`src/rtl/pf_guard_pkg.sv`:
```
package pf_guard_pkg;
  typedef struct packed {
    logic ce_n;
    logic we_n;
    logic oe_n;
  } strobe_t;

  localparam strobe_t STROBE_IDLE = '{ce_n: 1'b1, we_n: 1'b1, oe_n: 1'b1};

  function automatic logic [7:0] sat_inc(input logic [7:0] v, input logic [7:0] max);
    return (v >= max) ? max : v + 8'd1;
  endfunction
endpackage

```
`src/rtl/pf_sync.sv`:
```
module pf_sync #(
  parameter int          W       = 1,
  parameter int          STAGES  = 2,
  parameter logic [W-1:0] RST_VAL = '0
) (
  input  logic         clk_i,
  input  logic         rst_ni,
  input  logic [W-1:0] d_i,
  output logic [W-1:0] q_o
);
  logic [W-1:0] chain_q [STAGES];

  for (genvar s = 0; s < STAGES; s++) begin : g_stage
    always_ff @(posedge clk_i or negedge rst_ni) begin
      if (!rst_ni)      chain_q[s] <= RST_VAL;
      else if (s == 0)  chain_q[s] <= d_i;
      else              chain_q[s] <= chain_q[(s == 0) ? 0 : s-1];
    end
  end

  assign q_o = chain_q[STAGES-1];
endmodule

```
`src/rtl/pf_restore_check.sv`:
```
module pf_restore_check
  import pf_guard_pkg::*;
#(
  parameter int NBATT     = 2,
  parameter int BLOCK_IDX = 2,
  parameter int CNT_W     = 2
) (
  input  logic             clk_i,
  input  logic             rst_ni,
  input  logic             sup_s_i,
  input  logic [NBATT-1:0] batt_ok_s_i,
  input  logic             ce_s_i,
  output logic             blk_o
);
  localparam logic [7:0] CNT_MAX = 8'((1 << CNT_W) - 1);

  logic             sup_d, ce_d;
  logic             batt_low_q;
  logic [CNT_W-1:0] cnt_q, cnt_inc, idx;
  logic             sup_rise, ce_fall, all_low;

  assign sup_rise = sup_s_i & ~sup_d;
  assign ce_fall  = ce_d & ~ce_s_i;
  // warning only when every cell is low
  assign all_low  = ~|batt_ok_s_i;
  assign cnt_inc  = CNT_W'(sat_inc(8'(cnt_q), CNT_MAX));

  always_ff @(posedge clk_i or negedge rst_ni) begin
    if (!rst_ni) begin
      sup_d      <= 1'b0;
      ce_d       <= 1'b1;
      cnt_q      <= '0;
      batt_low_q <= 1'b0;
    end else begin
      sup_d <= sup_s_i;
      ce_d  <= ce_s_i;
      if (sup_rise) begin
        cnt_q      <= '0;
        batt_low_q <= all_low;
      end else if (!sup_s_i) begin
        cnt_q      <= '0;
        batt_low_q <= 1'b0;
      end else if (ce_fall) begin
        cnt_q <= cnt_inc;
      end
    end
  end

  // index of the cycle in progress, including one opening right now
  assign idx   = (ce_fall && !sup_rise) ? cnt_inc : cnt_q;
  assign blk_o = batt_low_q & sup_s_i & ~sup_rise & (idx == CNT_W'(BLOCK_IDX));
endmodule

```
`src/rtl/pf_strobe_gate.sv`:
```
module pf_strobe_gate
  import pf_guard_pkg::*;
(
  input  logic    clk_i,
  input  logic    rst_ni,
  input  strobe_t st_i,
  input  logic    pass_i,
  output logic    mem_ce_no,
  output logic    mem_we_no,
  output logic    mem_oe_no,
  output logic    drv_en_o
);
  logic sel, wr, rd, drv;

  assign sel = ~st_i.ce_n & pass_i;
  assign wr  = sel & ~st_i.we_n;
  assign rd  = sel &  st_i.we_n;
  assign drv = rd  & ~st_i.oe_n;

  always_ff @(posedge clk_i or negedge rst_ni) begin
    if (!rst_ni) begin
      mem_ce_no <= 1'b1;
      mem_we_no <= 1'b1;
      mem_oe_no <= 1'b1;
      drv_en_o  <= 1'b0;
    end else begin
      mem_ce_no <= ~sel;
      mem_we_no <= ~wr;
      mem_oe_no <= ~rd;
      drv_en_o  <= drv;
    end
  end
endmodule

```
`src/rtl/pf_access_guard.sv`:
```
module pf_access_guard
  import pf_guard_pkg::*;
#(
  parameter int SYNC_STAGES = 2,
  parameter int BLOCK_IDX   = 2,
  parameter int CNT_W       = 2
) (
  input  logic clk_i,
  input  logic rst_ni,
  input  logic supply_ok_i,
  input  logic batt_a_ok_i,
  input  logic batt_b_ok_i,
  input  logic ce_ni,
  input  logic we_ni,
  input  logic oe_ni,
  output logic mem_ce_no,
  output logic mem_we_no,
  output logic mem_oe_no,
  output logic drv_en_o
);
  localparam int NBATT = 2;
  localparam int SW    = 1 + NBATT + $bits(strobe_t);
  localparam logic [SW-1:0] SYNC_RST = {1'b0, {NBATT{1'b1}}, STROBE_IDLE};

  logic [SW-1:0]    raw, synced;
  logic             sup_s, we_s, blk;
  logic [NBATT-1:0] batt_s;
  strobe_t          st_s;

  assign raw = {supply_ok_i, batt_a_ok_i, batt_b_ok_i, ce_ni, we_ni, oe_ni};

  pf_sync #(.W(SW), .STAGES(SYNC_STAGES), .RST_VAL(SYNC_RST)) u_sync (
    .clk_i, .rst_ni, .d_i(raw), .q_o(synced)
  );

  assign {sup_s, batt_s, st_s} = synced;
  assign we_s = st_s.we_n;

  pf_restore_check #(.NBATT(NBATT), .BLOCK_IDX(BLOCK_IDX), .CNT_W(CNT_W)) u_check (
    .clk_i, .rst_ni, .sup_s_i(sup_s), .batt_ok_s_i(batt_s), .ce_s_i(st_s.ce_n), .blk_o(blk)
  );

  pf_strobe_gate u_gate (
    .clk_i, .rst_ni, .st_i(st_s), .pass_i(sup_s & ~blk),
    .mem_ce_no, .mem_we_no, .mem_oe_no, .drv_en_o
  );
endmodule

```
`config.mk`:
```
export PLATFORM = sky130hd
export DESIGN_NAME = pf_access_guard
export DESIGN_NICKNAME = d
export VERILOG_FILES = /design/src/rtl/pf_guard_pkg.sv /design/src/rtl/pf_sync.sv /design/src/rtl/pf_restore_check.sv /design/src/rtl/pf_strobe_gate.sv /design/src/rtl/pf_access_guard.sv
export SDC_FILE = /design/constraint.sdc
export NUM_CORES = 1
export LEC_CHECK = 0
export BUFFER_PORTS_ARGS = -buffer_cell sky130_fd_sc_hd__buf_2
export CORE_MARGIN = 4
export CORE_UTILIZATION = 45
export CTS_CLUSTER_DIAMETER = 60
export DETAILED_ROUTE_END_ITERATION = 10
export PLACE_DENSITY_LB_ADDON = 0.3
export SLEW_MARGIN = 20
export SYNTH_ARGS = -nofsm -noshare
export SYNTH_HDL_FRONTEND = slang
export SYNTH_SLANG_ARGS = --single-unit
```
`constraint.sdc`:
```
create_clock -name clk_i -period 1.25 [get_ports clk_i]
set_clock_uncertainty 0.1 [all_clocks]
set_input_delay 0 -clock clk_i [delete_from_list [all_inputs] [get_ports clk_i]]
set_output_delay 0 -clock clk_i [all_outputs]
set_load 0.005 [all_outputs]
```
==> reports/metrics.cfg, run 1 <==
[outcome]
status = complete, but fails checks
violations = negative setup slack

[power]
powerDensity_nw_per_um2 = 1270
intPower_uw = 891
seqPwrFrac_pct = 66.9
p_clk_share_pct = 27.0
finalPower_uw = 1110
power_frac_comb_pct = 6.2
netSwitchingFraction_pct = 19.9
irDropWorstVdd_v = 0.000733
power.switching_uw = 222
power_leakage_uw = 0.000379

[routing]
detail-route-antenna-nets = 0
drt_wl_total_um = 1080
first_iter_violations = 2
first_pass_iters = 2
drc = 0
viasPerCell = 4.96
via_count = 387
wl_per_cell_um = 13.9

[clock_network]
cts_tree = done
cts-root-buf = clkbuf_4
clk_pin_slew_ps = 100
cts.htree.levels = 1
insertion_delay_ps = 290
cts_sinks = 21
numCtsBuffers = 3
cts_max_path_buffers = 2

[critical_path]
crit_fanout = 4
start_kind = register
cp.arrival_ps = 1420
end_kind = register
crit_type = reg2reg
required_ps = 1340

[yosys]
syn_area_um2 = 669
avgSynthCellArea_um2 = 17.6
ys_seq_area_share_pct = 81.1
synth_seq_cells = 21
syn_nets = 46
ys_warn_count = 0
netlist_instances = 38
yosysUniqueCellTypes = 15

[die]
die_height_um = 46.6
core_um2 = 1350
initial_core_util_pct = 49.6
fp-row-count = 13
dieArea_um2 = 2170
dieWidth_um = 46.6
io_pins = 12

[global_route]
grt_max_degree = 22
grt_antenna_before_repair = 0
grt_overflow_total = 0
grt_pass1_vias = 473
grtUsageTotal_pct = 13.9
grt_pass1_wl_um = 1970

[cells_and_area]
areaGrowthSynthToFinish_pct = 30.5
nets = 72
nFillCells = 97
antennaDiodeCount = 0
drive_gt1_share_pct = 57.1

[timing]
setup_viol = 6
max_slew_margin_pct = 72.0
finalMaxSlewViolations = 0
tightest_slew_ps = 420
finalWorstSetupSlack_ps = -84.6
max_freq_mhz = 749
period_share_pct = 107
fin_crit_ps = 1330
finalHoldViolCount = 0
rsz0062_at_grt = true

[job]
cap_viol_max_count = 0

[min_path]
min_path_type = in2async

[place]
gp_congestion = 0.692
place.detailed.hpwl_um = 776
place_ws_ps = -98.9
port-buffer-count = 11

metal layers:
metal	up-vias	wire [µm]	GRT usage [%]	share of wire, %
li1	180	-	-	-
met1	196	359	13.3	33
met4	0	0	8.52	0
met3	0	57	2.34	5.3
met2	11	668	26.6	62
met5	-	0	0	0
worst max-delay path: stages, from the launching register on:
cell     delay, ps
dfstp_2        590
nor2b_4         50
o32a_4         310
and4b_1        180
cells in the final DEF (no fill, tap or decap), drive strengths merged:
master,synthesis,final
nand3,2,2
and4b,1,1
clkbuf,0,4
o21ai,1,1
and2b,1,1
nor2b,1,1
a21oi,1,1
buf,0,14
dlygate4sd3,0,7
nor2,2,2
nand3b,1,1
o32a,1,1
a21boi,1,1
dfstp,14,14
dfrtp,7,7
or3,1,1
nand2,3,3
nand4bb,1,1
synth_stat cells:
cell type	count	area share, %
o21ai_0	1	0.75
nand4bb_1	1	1.7
or3_1	1	0.94
dfrtp_1	7	26
dfstp_2	14	55
nand3_1	2	1.5
o32a_4	1	3.4
nor2_1	2	1.1
a21oi_1	1	0.75
a21boi_0	1	1.1
and2b_2	1	1.3
nand2_1	3	1.7
nor2b_4	1	2.1
and4b_1	1	1.5
nand3b_1	1	1.1
flip-flops by register name (all words and copies together), names as in the netlist:
signal,count
u_check.sup_d,1
u_gate.mem_oe_no,1
u_gate.drv_en_o,1
u_gate.mem_ce_no,1
u_sync.chain_q,6
u_check.ce_d,1
u_check.batt_low_q,1
u_sync.q_o,6
u_gate.mem_we_no,1
u_check.cnt_q,2
power groups by stage:
stage / Clock (µW) / Combinational [µW] / Sequential [µW]
2_1_floorplan: 0 / 15.8 / 750
4_1_cts: 320 / 69.3 / 744
5_1_grt: 346 / 78.1 / 749
3_3_place_gp: 0 / 46.5 / 752
3_5_place_dp: 0 / 49.6 / 755
6_report: 300 / 68.5 / 744
final timing paths:
check	cells past startpoint	slack, ps	endpoint	start
min	2	60	u_gate.drv_en_o$_DFF_PN0_	rst_ni
min reg2reg	0	260	u_sync.q_o[4]$_DFF_PN1_	u_sync.chain_q[10]$_DFF_PN1_
max reg2reg	3	-80	u_gate.drv_en_o$_DFF_PN0_	u_sync.q_o[2]$_DFF_PN1_
max in group asynchronous	2	660	u_sync.q_o[1]$_DFF_PN1_	rst_ni
min in group clk_i	2	240	u_sync.chain_q[9]$_DFF_PN1_	batt_b_ok_i
max	3	-80	u_gate.drv_en_o$_DFF_PN0_	u_sync.q_o[2]$_DFF_PN1_
cell type report:
type	instances	area [µm²]	area share, %
Sequential cell	21	543	62.2
Clock buffer	4	26.3	3.01
Tap cell	15	18.8	2.15
Multi-Input combinational cell	17	134	15.3
Timing Repair Buffer	21	151	17.3
logic make-up after synthesis:
logic type / count (synthesis) / synth area share [%]
simple gates: 13 / 12.9
compound gates: 4 / 5.98
flops: 21 / 81.1
timing repair:
item / in CTS / in global routing
pin swaps: 1 / 0
setup endpoints to repair: 4 / 6
resized for setup: 1 / 2
hold buffers: 7 / 0
cloned: 0 / 0
setup buffers: 1 / 0
hold endpoints to repair: 27 / 0
metrics by stage:
stage               cell area [µm²]  setup TNS (ps)  util [%]  hold slack [ps]  cells
floorplan                       669           -32.3         -             -396     38
global placement                758           -38.8      56.2             -153     66
detailed placement              758            -309      56.2             -140     66
CTS                             867            -340      64.2             67.9     78
global route                    873            -564      64.7             78.1     78
finish                          873            -289      64.7             63.4     78
(Power assumes the default switching activity.)
==> inputs of run 2 (changes only) <==
--- a/config.mk
+++ b/config.mk
@@ -5,13 +5,15 @@
 export SDC_FILE = /design/constraint.sdc
 export NUM_CORES = 1
 export LEC_CHECK = 0
+export ABC_AREA = 1
 export BUFFER_PORTS_ARGS = -buffer_cell sky130_fd_sc_hd__buf_2
-export CORE_MARGIN = 4
-export CORE_UTILIZATION = 45
+export CORE_AREA = 4 4 41 43
 export CTS_CLUSTER_DIAMETER = 60
 export DETAILED_ROUTE_END_ITERATION = 10
+export DIE_AREA = 0 0 45 47
 export PLACE_DENSITY_LB_ADDON = 0.3
 export SLEW_MARGIN = 20
 export SYNTH_ARGS = -nofsm -noshare
 export SYNTH_HDL_FRONTEND = slang
 export SYNTH_SLANG_ARGS = --single-unit
+export TNS_END_PERCENT = 100
==> constraint.sdc (replaced) <==
create_clock -name clk_i -period 1.6 [get_ports clk_i]
set_clock_uncertainty 0.1 [all_clocks]
set_input_delay 0 -clock clk_i [delete_from_list [all_inputs] [get_ports clk_i]]
set_output_delay 0 -clock clk_i [all_outputs]
set_load 0.005 [all_outputs]
==> run 2 against run 1 <==
- the flow now finishes without violations
- clock power fell by 22%
- fmax rose by 11%
- area after synthesis rose by 0.37%
- combinational power fell by 25%
- critical path depth rose by 4
- setup slack improved by 490 ps
- worst hold slack improved by 18 ps
- register-to-register slack improved by 490 ps
- cell count rose by 6.4%
- sequential power fell by 22%
- highest routed layer unchanged
==> reports/metrics.cfg, run 2 <==
[outcome]
status = finished, final reports clean

[clock_network]
clk_pin_slew_ps = 100
cts_tree = done
cts-root-buf = clkbuf_4
cts_sinks = 21
insertion_delay_ps = 280
numCtsBuffers = 3
cts_max_path_buffers = 2
cts.htree.levels = 1

[place]
place.detailed.hpwl_um = 602
place_ws_ps = 421
port-buffer-count = 11
gp_congestion = 0.661

[routing]
wl_per_cell_um = 11.2
first_iter_violations = 6
drt_wl_total_um = 930
detail-route-antenna-nets = 0
drc = 0
first_pass_iters = 4
via_count = 390
viasPerCell = 4.70

[power]
p_clk_share_pct = 27.0
netSwitchingFraction_pct = 20.0
powerDensity_nw_per_um2 = 1020
power_leakage_uw = 0.000376
intPower_uw = 691
power_frac_comb_pct = 6.0
power.switching_uw = 172
irDropWorstVdd_v = 0.000613
seqPwrFrac_pct = 67.0

[yosys]
async_flop_share_pct = 100
avgSynthCellArea_um2 = 14.6
synth_common_cells = 14 x dfstp_2, 8 x nand2_1, 7 x dfrtp_1
synth_top_area_share_pct = 54.7
yosysMostFrequentCell = dfstp_2
ys_seq_area_share_pct = 80.8
synth_area_leader_cell = dfstp_2
synth_seq_cells = 21
syn_nets = 54
yosysUniqueCellTypes = 15
ys_warn_count = 0
synthFlopType = dfstp_2
netlist_instances = 46
ys_top_cells_by_area = dfstp_2 55%, dfrtp_1 26%, nand2_1 4.5%
syn_area_um2 = 672
synth_edf_count = 0

[critical_path]
r2r-start = u_check.ce_d$_DFF_PN1_
cp.arrival_ps = 1290
start_kind = register
crit_fanout = 4
r2r_cells = 7
cp-startpoint = u_check.ce_d$_DFF_PN1_
end_kind = register
crit_type = reg2reg
required_ps = 1690

[timing]
finalWorstSetupSlack_ps = 401
tightest_slew_ps = 443
finalMaxSlewViolations = 0
finalSetupTns_ps = 0
max_slew_margin_pct = 70.5
setup_viol = 0
rsz0062_at_grt = false
max_freq_mhz = 834
finalHoldViolCount = 0
fin_crit_ps = 1200
period_share_pct = 75.0

[global_route]
grtUsageMet3_pct = 2.30
grt_antenna_before_repair = 0
grt_max_degree = 22
grt.busiest_layer = met2
grtUsageTotal_pct = 11.5
grt_pass1_wl_um = 1680
grt_pass1_vias = 435
grt_overflow_total = 0
met2_usage_pct = 20.3
grt.met1_usage_pct = 12.6

[die]
die_height_um = 47
io_pins = 12
fp-row-count = 13
dieWidth_um = 45
initial_core_util_pct = 51.6
dieArea_um2 = 2120
core_um2 = 1300

[cells_and_area]
final_common_cell = dfstp_2
drive_gt1_share_pct = 47.1
areaGrowthSynthToFinish_pct = 25.3
nFillCells = 103
antennaDiodeCount = 0
final_cell_mix = 14 x dfstp_2, 11 x buf_2, 8 x nand2_1
nets = 77

[job]
cap_viol_max_count = 0

[min_path]
min_path_type = in2async

==> run 2: changes by cell type in the layout (fill, tap and decap cells not counted), moves of 2 or more <==
cell	delta
nand2_1	+6
inv_1	+4
a21oi_1	+2
buf_4	-2
==> run 2: timing repair <==
item / CTS / global route
hold buffers: 7 / 0
endpoints found under the setup margin: 0 / 0
gates resized for setup: 0 / 0
buffers inserted: 0 / 0
endpoints found under the hold margin: 27 / 0
==> run 2: path summary, 6_finish.rpt <==
check / endpoint / slack (ps)
max in group asynchronous: u_sync.q_o[3]$_DFF_PN1_ / 980
min in group clk_i: u_sync.chain_q[6]$_DFF_PN1_ / 240
setup / recovery: u_gate.drv_en_o$_DFF_PN0_ / 400
hold reg to reg: u_sync.q_o[4]$_DFF_PN1_ / 260
setup reg to reg: u_gate.drv_en_o$_DFF_PN0_ / 400
hold / removal: u_sync.q_o[5]$_DFF_PN0_ / 80
==> run 2: final cells by class <==
cell class / instances / area, µm² / share of cell area (%)
Multi-Input combinational cell: 21 / 114 / 13.5
Sequential cell: 21 / 543 / 64.5
Tap cell: 15 / 18.8 / 2.23
Timing Repair Buffer: 18 / 125 / 14.9
Clock buffer: 4 / 26.3 / 3.12
Inverter: 4 / 15.0 / 1.78
==> run 2: logic make-up (layout without fill, tap and decap cells) <==
logic type	count (synthesis)	in the layout	share of synthesized area, %
AO/OA/AOI/OAI	5	5	4.10
buffers and inverters	4	26	2.23
flip-flops	21	21	80.8
AND/OR/NAND/NOR	16	16	12.9
==> run 2: layer usage <==
layer,up-vias,routed length (µm)
met3,0,62
li1,187,-
met1,188,391
met4,0,0
met2,15,476
met5,-,0
==> run 2: through the flow <==
stage | power, µW | std cells | hold slack, ps | util (%) | cell area, µm²
6_report | 863 | 83 | 81.9 | 64.7 | 842
2_1_floorplan | 600 | 46 | -396 | - | 672
5_1_grt | 916 | 83 | 110 | 64.7 | 842
3_5_place_dp | 627 | 72 | -130 | 57.3 | 746
3_3_place_gp | 623 | 72 | -145 | 57.3 | 746
4_1_cts | 881 | 83 | 80.5 | 64.7 | 842
==> run 2: worst max-delay path: stages, from the launching register on <==
cell and delay (ps):
dfstp_2 530, inv_1 60, nor2_4 110, nand2_1 60, nand2_1 70, nand2_2 70, nand3_2 80, nor2_2 30
==> run 2: power by group through the flow <==
stage                     Sequential, µW  Clock [µW]  Combinational [µW]
after CTS                            579         250                51.9
final                                578         233                51.4
after detailed placement             588           0                39.0
after floorplan                      586           0                14.1
after global placement               586           0                36.9
after global routing                 582         275                58.9
==> inputs of run 3 (changes only) <==
--- a/config.mk
+++ b/config.mk
@@ -5,12 +5,12 @@
 export SDC_FILE = /design/constraint.sdc
 export NUM_CORES = 1
 export LEC_CHECK = 0
-export ABC_AREA = 1
+export ABC_AREA = 0
 export BUFFER_PORTS_ARGS = -buffer_cell sky130_fd_sc_hd__buf_2
-export CORE_AREA = 4 4 41 43
+export CORE_MARGIN = 4
+export CORE_UTILIZATION = 50
 export CTS_CLUSTER_DIAMETER = 60
 export DETAILED_ROUTE_END_ITERATION = 10
-export DIE_AREA = 0 0 45 47
 export PLACE_DENSITY_LB_ADDON = 0.3
 export SLEW_MARGIN = 20
 export SYNTH_ARGS = -nofsm -noshare
==> constraint.sdc (replaced) <==
create_clock -name clk_i -period 1.24 [get_ports clk_i]
set_clock_uncertainty 0.1 [all_clocks]
set_input_delay 0 -clock clk_i [delete_from_list [all_inputs] [get_ports clk_i]]
set_output_delay 0 -clock clk_i [all_outputs]
set_load 0.005 [all_outputs]
==> run 3 against run 2 <==
- critical endpoint unchanged
- via count unchanged
- the run now ends with negative setup slack left
- worst hold slack worse by 9.5 ps
- largest cell class unchanged
- final area up 2.2%
- routed wire length up 27%
- fmax down 11%
- register-to-register slack worse by 500 ps
- first-iteration DRC count up 33%
- setup slack worse by 500 ps
- global-route usage up 3.1 points
- flip-flop and latch count unchanged
==> reports/metrics.cfg, run 3 (synthesized netlist as in run 1, its figures left out) <==
[outcome]
status = complete, but fails checks
violations = negative setup slack

[die]
fp-row-count = 12
initial_core_util_pct = 56.4
dieWidth_um = 44.6
die_height_um = 44.6
dieArea_um2 = 1990
io_pins = 12
core_um2 = 1190

[clock_network]
cts_tree = done
cts.htree.levels = 1
cts-root-buf = clkbuf_4
cts_max_path_buffers = 2
insertion_delay_ps = 290
clk_pin_slew_ps = 110
cts_sinks = 21
numCtsBuffers = 3

[global_route]
grt_max_degree = 22
grt_overflow_total = 0
grt_pass1_wl_um = 2040
grt_antenna_before_repair = 0
grt_pass1_vias = 454
grtUsageTotal_pct = 14.6

[routing]
wl_per_cell_um = 15.3
met1_length_um = 399
first_pass_iters = 4
first_iter_violations = 8
via_count = 390
detailroute.wirelength.met2_um = 712
drt_wl_total_um = 1180
detail-route-antenna-nets = 0
drc = 0
highest_layer = met3
wl_met3_um = 65
viasPerCell = 5.06

[cells_and_area]
areaGrowthSynthToFinish_pct = 28.6
antennaDiodeCount = 0
final_cell_mix = 14 x dfstp_2, 11 x buf_2, 7 x dlygate4sd3_1, 7 x dfrtp_1
final_common_cell = dfstp_2
final_util_pct = 72.6
stdcell_count = 77
drive_gt1_share_pct = 54.0
nets = 72

[power]
power_leakage_uw = 0.000376
power_frac_comb_pct = 6.5
seqPwrFrac_pct = 66.2
power.switching_uw = 230
powerDensity_nw_per_um2 = 1310
netSwitchingFraction_pct = 20.4
irDropWorstVdd_v = 0.000835
intPower_uw = 899
p_clk_share_pct = 27.3

[place]
gp_congestion = 0.694
place_ws_ps = -95.4
port-buffer-count = 11
dp_cells = 65

[critical_path]
r2r-start = u_sync.q_o[2]$_DFF_PN1_
worstReg2RegEnd = u_gate.drv_en_o$_DFF_PN0_
cp.arrival_ps = 1430
crit_type = reg2reg
required_ps = 1330
end_kind = register
crit_fanout = 4
r2r_cells = 3
start_kind = register
reg2reg_slack_ps = -100

[timing]
finalSetupTns_ps = -172
setup_viol = 4
finalWorstSetupSlack_ps = -101
rsz0062_at_grt = true
max_slew_margin_pct = 70.5
fin_crit_ps = 1340
period_share_pct = 108
finalMaxSlewViolations = 0
max_freq_mhz = 746
finalHoldViolCount = 0
tightest_slew_ps = 443

[min_path]
min_path_type = in2async

[job]
cap_viol_max_count = 0

==> run 3: metrics by stage <==
stage | cell area (µm²) | hold slack (ps) | total power, µW
6_report | 861 | 72.4 | 1130
4_1_cts | 861 | 75.4 | 1140
2_1_floorplan | 669 | -396 | 772
5_1_grt | 861 | 110 | 1190
3_3_place_gp | 757 | -154 | 806
3_5_place_dp | 757 | -138 | 812
==> run 3: layout make-up <==
class                   instances  area, µm²
fillers                        77        325
flip-flops and latches         21        543
clock buffers                   4       26.3
multi-input cells              17        126
well taps                      14       17.5
repair buffers                 21        148
==> run 3: power groups by stage <==
stage	clock, µW	combinational [µW]	sequential [µW]
4_1_cts	318	70.7	749
3_3_place_gp	0	49.1	757
3_5_place_dp	0	51.9	760
6_report	308	73.3	748
5_1_grt	355	81.6	752
2_1_floorplan	0	15.9	756
==> run 3: how the worst max path moves through the flow <==
stage          depth (start not counted)               startpoint                         to
2_1_floorplan                          3  u_sync.q_o[2]$_DFF_PN1_  u_gate.drv_en_o$_DFF_PN0_
5_1_grt                                3  u_sync.q_o[2]$_DFF_PN1_  u_gate.drv_en_o$_DFF_PN0_
3_3_place_gp                           3  u_sync.q_o[2]$_DFF_PN1_  u_gate.drv_en_o$_DFF_PN0_
3_5_place_dp                           3   u_check.ce_d$_DFF_PN1_  u_gate.drv_en_o$_DFF_PN0_
4_1_cts                                3  u_sync.q_o[2]$_DFF_PN1_  u_gate.drv_en_o$_DFF_PN0_
6_report                               3  u_sync.q_o[2]$_DFF_PN1_  u_gate.drv_en_o$_DFF_PN0_
==> run 3: timing repair <==
item,in CTS,in global routing
endpoints found under the hold margin,27,0
buffers inserted,1,0
resized for setup,0,1
pin swaps,1,0
endpoints found under the setup margin,1,5
hold buffers,7,0
==> run 3: metal layers <==
| layer | track usage [%] | vias to the layer above |
|---|---|---|
| met5 | 0 | - |
| met4 | 1.81 | 0 |
| met3 | 3.25 | 0 |
| met2 | 30.7 | 14 |
| met1 | 14.0 | 198 |
| li1 | - | 178 |
==> run 3: worst max-delay path, cell delays in order (launching register included) <==
cell     delay, ps
dfstp_2        590
nor2b_4         50
o32a_4         330
and4b_1        180
